### src/rtl/lst_pkg.sv
package lst_pkg;

    typedef enum logic [2:0] {
        ST_IDLE,
        ST_DRIVE,
        ST_SAMPLE,
        ST_SEND,
        ST_DONE
    } lst_state_e;

    function automatic logic [7:0] hex_char(input logic [3:0] nib);
        return (nib < 4'd10) ? (8'h30 + {4'h0, nib}) : (8'h37 + {4'h0, nib});
    endfunction

endpackage

### src/rtl/lst_sync.sv
module lst_sync #(
    parameter int   W    = 1,
    parameter logic INIT = 1'b0
) (
    input  logic         clk,
    input  logic         rst_n,
    input  logic [W-1:0] d,
    output logic [W-1:0] q
);
    logic [W-1:0] meta;

    always_ff @(posedge clk or negedge rst_n) begin
        if (!rst_n) begin
            meta <= {W{INIT}};
            q    <= {W{INIT}};
        end else begin
            meta <= d;
            q    <= meta;
        end
    end
endmodule

### src/rtl/lst_uart_tx.sv
module lst_uart_tx #(
    parameter int DIV = 4
) (
    input  logic       clk,
    input  logic       rst_n,
    input  logic       flush,
    input  logic       start,
    input  logic [7:0] data,
    output logic       ready,
    output logic       tx
);
    localparam int DW = (DIV > 1) ? $clog2(DIV) : 1;

    logic [9:0]    frame;
    logic [3:0]    bitn;
    logic [DW-1:0] divc;
    logic          busy;

    always_ff @(posedge clk or negedge rst_n) begin
        if (!rst_n) begin
            frame <= '1;
            bitn  <= '0;
            divc  <= '0;
            busy  <= 1'b0;
        end else if (flush) begin
            frame <= '1;
            bitn  <= '0;
            divc  <= '0;
            busy  <= 1'b0;
        end else if (!busy) begin
            if (start) begin
                frame <= {1'b1, data, 1'b0};
                bitn  <= '0;
                divc  <= '0;
                busy  <= 1'b1;
            end
        end else if (divc == DW'(DIV - 1)) begin
            divc  <= '0;
            frame <= {1'b1, frame[9:1]};
            bitn  <= bitn + 4'd1;
            if (bitn == 4'd9) busy <= 1'b0;
        end else begin
            divc <= divc + DW'(1);
        end
    end

    assign ready = !busy;
    assign tx    = frame[0];

    // an accepted byte opens with a low start bit on the next cycle
    a_r7_start_bit: assert property (@(posedge clk) disable iff (!rst_n)
        (ready && start && !flush) |=> (tx == 1'b0));
    // the line is high whenever no byte is in flight
    a_r7_idle_high: assert property (@(posedge clk) disable iff (!rst_n)
        (ready && $past(ready)) |-> tx);
endmodule

### src/rtl/lst_record.sv
module lst_record #(
    parameter int W = 16
) (
    input  logic [7:0]                          idx,
    input  logic [W-1:0]                        mask,
    input  logic [$clog2(((W + 3) / 4) + 5)-1:0] pos,
    output logic [7:0]                          ch
);
    import lst_pkg::*;

    localparam int NHEX = (W + 3) / 4;
    localparam int NREC = NHEX + 5;
    localparam int POSW = $clog2(NREC);

    logic [4*NHEX-1:0] padded;

    always_comb begin
        padded         = '0;
        padded[W-1:0]  = mask;
        ch             = 8'h0A;
        if (pos == POSW'(0))      ch = hex_char(idx[7:4]);
        else if (pos == POSW'(1)) ch = hex_char(idx[3:0]);
        else if (pos == POSW'(2)) ch = 8'h3D;
        else if (pos == POSW'(NHEX + 3)) ch = (|mask) ? 8'h46 : 8'h50;
        for (int j = 0; j < NHEX; j++) begin
            if (pos == POSW'(3 + j)) ch = hex_char(padded[4*(NHEX-1-j) +: 4]);
        end
    end
endmodule

### src/rtl/loopback_selftest.sv
module loopback_selftest #(
    parameter int W        = 16,
    parameter int SETTLE   = 8,
    parameter int BAUD_DIV = 434
) (
    input  logic         clk,
    input  logic         rst_n,
    input  logic         strap_n,
    input  logic [W-1:0] pin_in,
    output logic [W-1:0] pin_out,
    output logic         pin_oe,
    output logic         led_pass,
    output logic         led_fail,
    output logic         uart_tx
);
    import lst_pkg::*;

    localparam int NPAT = 2 * W + 4;
    localparam int IDXW = 8;
    localparam int NHEX = (W + 3) / 4;
    localparam int NREC = NHEX + 5;
    localparam int POSW = $clog2(NREC);
    localparam int CW   = (SETTLE > 1) ? $clog2(SETTLE) : 1;

    lst_state_e      state, nxt;
    logic [IDXW-1:0] idx;
    logic [CW-1:0]   cnt;
    logic [POSW-1:0] pos;
    logic [W-1:0]    cur_mask, fail_mask, pin_s, expected;
    logic [0:0]      strap_q;
    logic            strap_s, testing, tx_ready, tx_start, tx_flush;
    logic            last_byte, last_pat;
    logic [7:0]      rec_byte;

    lst_sync #(.W(W), .INIT(1'b0)) u_pin_sync (
        .clk(clk), .rst_n(rst_n), .d(pin_in), .q(pin_s));

    lst_sync #(.W(1), .INIT(1'b1)) u_strap_sync (
        .clk(clk), .rst_n(rst_n), .d(strap_n), .q(strap_q));

    assign strap_s = strap_q[0];

    function automatic logic [W-1:0] pattern_of(input logic [IDXW-1:0] k);
        logic [W-1:0] one, p;
        one = {{(W-1){1'b0}}, 1'b1};
        if (k == IDXW'(0))              p = '0;
        else if (k == IDXW'(1))         p = '1;
        else if (k < IDXW'(W + 2))      p = one << (k - IDXW'(2));
        else if (k < IDXW'(2 * W + 2))  p = ~(one << (k - IDXW'(W + 2)));
        else begin
            for (int b = 0; b < W; b++) p[b] = ~b[0];
            if (k == IDXW'(2 * W + 3)) p = ~p;
        end
        return p;
    endfunction

    assign expected  = pattern_of(idx);
    assign last_byte = (pos == POSW'(NREC - 1));
    assign last_pat  = (idx == IDXW'(NPAT - 1));

    // state register
    always_ff @(posedge clk or negedge rst_n) begin
        if (!rst_n) state <= ST_IDLE;
        else        state <= nxt;
    end

    // next-state logic
    always_comb begin
        nxt = state;
        unique case (state)
            ST_IDLE:   if (!strap_s) nxt = ST_DRIVE;
            ST_DRIVE:  if (cnt == CW'(SETTLE - 1)) nxt = ST_SAMPLE;
            ST_SAMPLE: nxt = ST_SEND;
            ST_SEND:   if (tx_ready && last_byte) nxt = last_pat ? ST_DONE : ST_DRIVE;
            ST_DONE:   nxt = ST_DONE;
            default:   nxt = ST_IDLE;
        endcase
        if (strap_s && testing) nxt = ST_IDLE;
    end

    // datapath registers
    always_ff @(posedge clk or negedge rst_n) begin
        if (!rst_n) begin
            idx       <= '0;
            cnt       <= '0;
            pos       <= '0;
            cur_mask  <= '0;
            fail_mask <= '0;
        end else begin
            unique case (state)
                ST_IDLE: begin
                    idx       <= '0;
                    cnt       <= '0;
                    pos       <= '0;
                    cur_mask  <= '0;
                    fail_mask <= '0;
                end
                ST_DRIVE:  cnt <= cnt + CW'(1);
                ST_SAMPLE: begin
                    cur_mask  <= pin_s ^ expected;
                    fail_mask <= fail_mask | (pin_s ^ expected);
                    cnt       <= '0;
                    pos       <= '0;
                end
                ST_SEND: if (tx_ready) begin
                    if (last_byte) begin
                        pos <= '0;
                        if (!last_pat) idx <= idx + IDXW'(1);
                    end else begin
                        pos <= pos + POSW'(1);
                    end
                end
                ST_DONE: ;
                default: ;
            endcase
        end
    end

    // outputs
    always_comb begin
        testing  = (state == ST_DRIVE) || (state == ST_SAMPLE) || (state == ST_SEND);
        pin_oe   = testing;
        pin_out  = testing ? expected : '0;
        led_pass = (state == ST_DONE) && (fail_mask == '0);
        led_fail = (state == ST_DONE) && (fail_mask != '0);
        tx_start = (state == ST_SEND);
        tx_flush = (state == ST_IDLE);
    end

    lst_record #(.W(W)) u_record (
        .idx(idx), .mask(cur_mask), .pos(pos), .ch(rec_byte));

    lst_uart_tx #(.DIV(BAUD_DIV)) u_uart (
        .clk(clk), .rst_n(rst_n), .flush(tx_flush), .start(tx_start),
        .data(rec_byte), .ready(tx_ready), .tx(uart_tx));

    // idle with strap high keeps pins released and the line high
    a_r1_quiet: assert property (@(posedge clk) disable iff (!rst_n)
        (state == ST_IDLE && $past(state) == ST_IDLE) |-> (!pin_oe && pin_out == '0 && uart_tx));
    // comparison only follows a full settle window
    a_r4_settle: assert property (@(posedge clk) disable iff (!rst_n)
        (state == ST_SAMPLE) |-> ($past(state) == ST_DRIVE && $past(cnt) == CW'(SETTLE - 1)));
    // exactly one LED lit once the run is over
    a_r5_one_led: assert property (@(posedge clk) disable iff (!rst_n)
        (state == ST_DONE) |-> $onehot({led_pass, led_fail}));
    // verdict holds in DONE
    a_r6_latched: assert property (@(posedge clk) disable iff (!rst_n)
        (state == ST_DONE) |=> (state == ST_DONE && $stable(fail_mask) && !pin_oe));
    // strap high during a run aborts
    a_r9_abort: assert property (@(posedge clk) disable iff (!rst_n)
        (strap_s && testing) |=> (state == ST_IDLE));
    // index never leaves the stimulus range
    a_r2_idx_range: assert property (@(posedge clk) disable iff (!rst_n)
        idx <= IDXW'(NPAT - 1));
endmodule

### config.mk
export PLATFORM = sky130hd
export DESIGN_NAME = loopback_selftest
export DESIGN_NICKNAME = d
export VERILOG_FILES = /design/src/rtl/lst_pkg.sv /design/src/rtl/lst_sync.sv /design/src/rtl/lst_uart_tx.sv /design/src/rtl/lst_record.sv /design/src/rtl/loopback_selftest.sv
export SDC_FILE = /design/constraint.sdc
export NUM_CORES = 1
export LEC_CHECK = 0
export BUFFER_PORTS_ARGS = -buffer_cell sky130_fd_sc_hd__buf_2
export CAP_MARGIN = 20
export CORE_MARGIN = 2
export CORE_UTILIZATION = 24
export DETAILED_ROUTE_END_ITERATION = 8
export SYNTH_ARGS = -nofsm -noshare
export SYNTH_HDL_FRONTEND = slang
export SYNTH_SLANG_ARGS = --single-unit
### constraint.sdc
create_clock -name clk -period 3.6 [get_ports clk]
set_input_delay 0.54 -clock clk [delete_from_list [all_inputs] [get_ports clk]]
set_output_delay 0.54 -clock clk [all_outputs]
set_load 0.01 [all_outputs]
==> results.yml <==
grt:
  grt_max_degree: 65
  antenna_found_initial: 0
  grt_pass1_vias: 5897
  grtUsageTotal_pct: 14.71
  grt_pass1_wl_mm: 33.64
  grt-ovfl-total: 0
synthesis:
  synthSimpleGateAreaFrac_pct: 24.78
  synth_area_leaders: "dfrtp_1, ha_1, a21oi_1, nand2_1, o21ai_0"
  yosysUniqueCellTypes: 69
  postSynthCellCount: 801
  synth_edf_count: 0
  synth-xor-area-share_pct: 1.676
  synth_top_family_by_area: "simple AND/OR/NAND/NOR gates"
  synth-adder-area-share_pct: 5.711
  synthFlopType: "dfrtp_1"
  ys_seq_area_share_pct: 39.63
  synth_compound_area_share_pct: 21.74
  ys_ff_latch: 107
  synth_top_area_share_pct: 35.37
  syn_avg_cell_area_um2: 8.479
  yosys.area.top_type: "dfrtp_1"
  syn_area_mm2: 0.006792
  synth.area.mux_share_pct: 2.598
  yosys_warnings: 0
  async_flop_share_pct: 100.0
  syn_nets: 851
power_and_ir_drop:
  p_leak_uw: 0.003347
  swShare_pct: 26.50
  p_total_uw: 2415
  pwr-share-comb_pct: 4.5
  power.density_mw_per_mm2: 307.2
  ir_drop_mv: 0.2093
  seq_power_share_pct: 52.5
  switching_power_uw: 639.9
  p_int_uw: 1775
  clock_power_share_pct: 43.1
clocking:
  cts.clk_slew.worst_paths_ps: 90
  clockBufferDepth: 2
  htreeDepth: 3
  cts_root_buf: "clkbuf_16"
  cts_tree: "done"
  clk_latency_ps: 370
  cts_buffers: 9
  cts.sinks: 107
placement:
  gp_congestion: 0.9748
  place_hpwl_mm: 15.23
  dp_slack_ps: 410.7
  io_buffers: 38
  placed_cells: 1200
timing:
  fin_crit_sh_pct: 97.15
  tightest_slew_ps: 922.5
  setup_viol: 0
  tns_ps: 0
  fin_crit_ps: 3497
  fin_worst_skew_ps: 7.954
  fmax_mhz: 285.9
  setup_ws_ps: 102.6
  maxSlewHeadroom_pct: 38.27
  hold_viol_final: 0
  maxSlewViolCount: 0
  rsz0062_at_grt: "yes"
detailed_routing:
  viasPerCell: 5.157
  drc: 0
  vias: 6281
  antenna_left: 0
  routed_wl_mm: 21.13
  routedWlPerCell_um: 17.35
  first_pass_iters: 5
  drtIter0Drc: 554
setup_path:
  reg2reg_slack_ps: 860
  path_class: "flip-flop to output port"
  crit_arrival_ps: 2960
  required_ps: 3060
  r2r_cells: 9
  worstReg2RegStart: "idx[1]$_DFFE_PN0P_"
  r2r_end: "fail_mask[15]$_DFFE_PN0N_"
  worstSetupEndpointType: "output port"
  worstPathMaxFanout: 13
  startpoint_type: "flip-flop"
final_layout:
  antenna_cells: 0
  final_cells: 1218
  areaGrowthSynthToFinish_pct: 15.77
  nNetsFinal: 885
  drive_above_1_share_pct: 14.05
  fillers: 2961
floorplanning:
  io_pins: 39
  chipHeight_um: 172.2
  start_util_pct: 24.38
  coreArea_mm2: 0.02786
  dieArea_mm2: 0.02966
  die_w_um: 172.2
  fp-row-count: 61
worst_hold_path:
  hp-class: "primary input to asynchronous set/reset pin"
run:
  cap_viol_max_count: 0
status:
  status: "finished, final reports clean"
kinds of logic after synthesis:
kind of cell,Yosys count
DFF,107
buffers and inverters,69
xor gates and xnor gates,13
and+or+nand+nor,335
muxes,17
adders and majority gates,31
AOI/OAI and AO/OA,229
per-stage QoR:
stage,cell area (µm²),util (%),hold slack (ps)
after CTS,7814,28.05,196.2
final,7863,28.22,177.2
after global placement,7503,26.93,333.0
after floorplan,6792,-,244.4
after detailed placement,7503,26.93,334.7
after global routing,7863,28.22,235.3
layout make-up:
| type | count | area, µm² | share of cell area (%) |
|---|---|---|---|
| inverter | 25 | 93.84 | 1.194 |
| multi-input combinational | 625 | 3864 | 49.14 |
| clock buffer | 9 | 225.2 | 2.864 |
| clock inverter | 7 | 85.08 | 1.082 |
| sequential | 107 | 2694 | 34.26 |
| timing repair buffer | 67 | 427.9 | 5.442 |
| tap | 378 | 473.0 | 6.015 |
timing repair:
item / CTS / global route
gates resized for setup: 0 / 11
hold buffers: 0 / 0
buffers inserted: 0 / 2
endpoints found under the setup margin: 0 / 14
critical path: stages (launching register included):
cell and delay (ps):
dfrtp_2 510, ha_1 230, o31a_1 140, or4_1 660, or4_4 630, a31oi_1 230
buf_2 180
cell usage after synthesis, drive strengths merged (9+ instances only):
master,instances
nand4,20
nor2,79
or3,13
and2,9
inv,24
a21oi,65
nor3,28
o21ai,64
o22ai,10
xnor2,10
clkbuf,37
nand2,81
nand3,32
nor2b,11
mux2i,12
ha,31
a31oi,12
nor4,16
dfstp,11
dfrtp,96
and3,11
placed cells by master (no fill, tap or decap), types with 11 or more instances in the layout:
cell type  count
dfrtp_1       94
buf_4         28
nor2b_1       11
inv_1         24
and3_1        11
nand4_1       20
o21ai_0       59
nand3_1       32
nor4_1        15
nor3_1        27
or3_1         13
mux2i_1       11
dfstp_2       11
ha_1          31
a21oi_1       65
nand2_1       81
a31oi_1       12
nor2_1        78
buf_2         37
state kept, by name, summed over array words and instances, names as in the netlist:
name               flops
state                  3
u_strap_sync.meta      1
u_strap_sync.q         1
u_uart.divc            9
cnt                    3
idx                    8
cur_mask              16
fail_mask             16
u_pin_sync.q          16
u_uart.busy            1
pos                    4
u_uart.bitn            4
u_uart.frame           9
u_pin_sync.meta       16
worst max-delay path by stage:
stage	from	depth (start not counted)	end
3_3_place_gp	idx[1]$_DFFE_PN0P_	10	pin_out[13]
6_report	idx[4]$_DFFE_PN0P_	6	pin_out[0]
4_1_cts	idx[4]$_DFFE_PN0P_	8	pin_out[1]
5_1_grt	idx[1]$_DFFE_PN0P_	10	pin_out[15]
2_1_floorplan	idx[1]$_DFFE_PN0P_	9	pin_out[4]
3_5_place_dp	idx[4]$_DFFE_PN0P_	8	pin_out[1]
power by group through the flow:
stage	Clock [µW]	Combinational, µW	Sequential [µW]
floorplan	0	54.3	1280
global placement	0	109	1290
detailed placement	0	111	1290
CTS	1070	110	1270
global route	1110	122	1270
finish	1040	107	1270
layer usage:
metal	vias up	routed length [µm]	track usage [%]
met2	227	9894	23.78
met1	2999	9545	20.03
met4	0	516	4.859
li1	3022	-	-
met5	-	0	0
met3	33	1176	2.403
(Power assumes the default switching activity.)
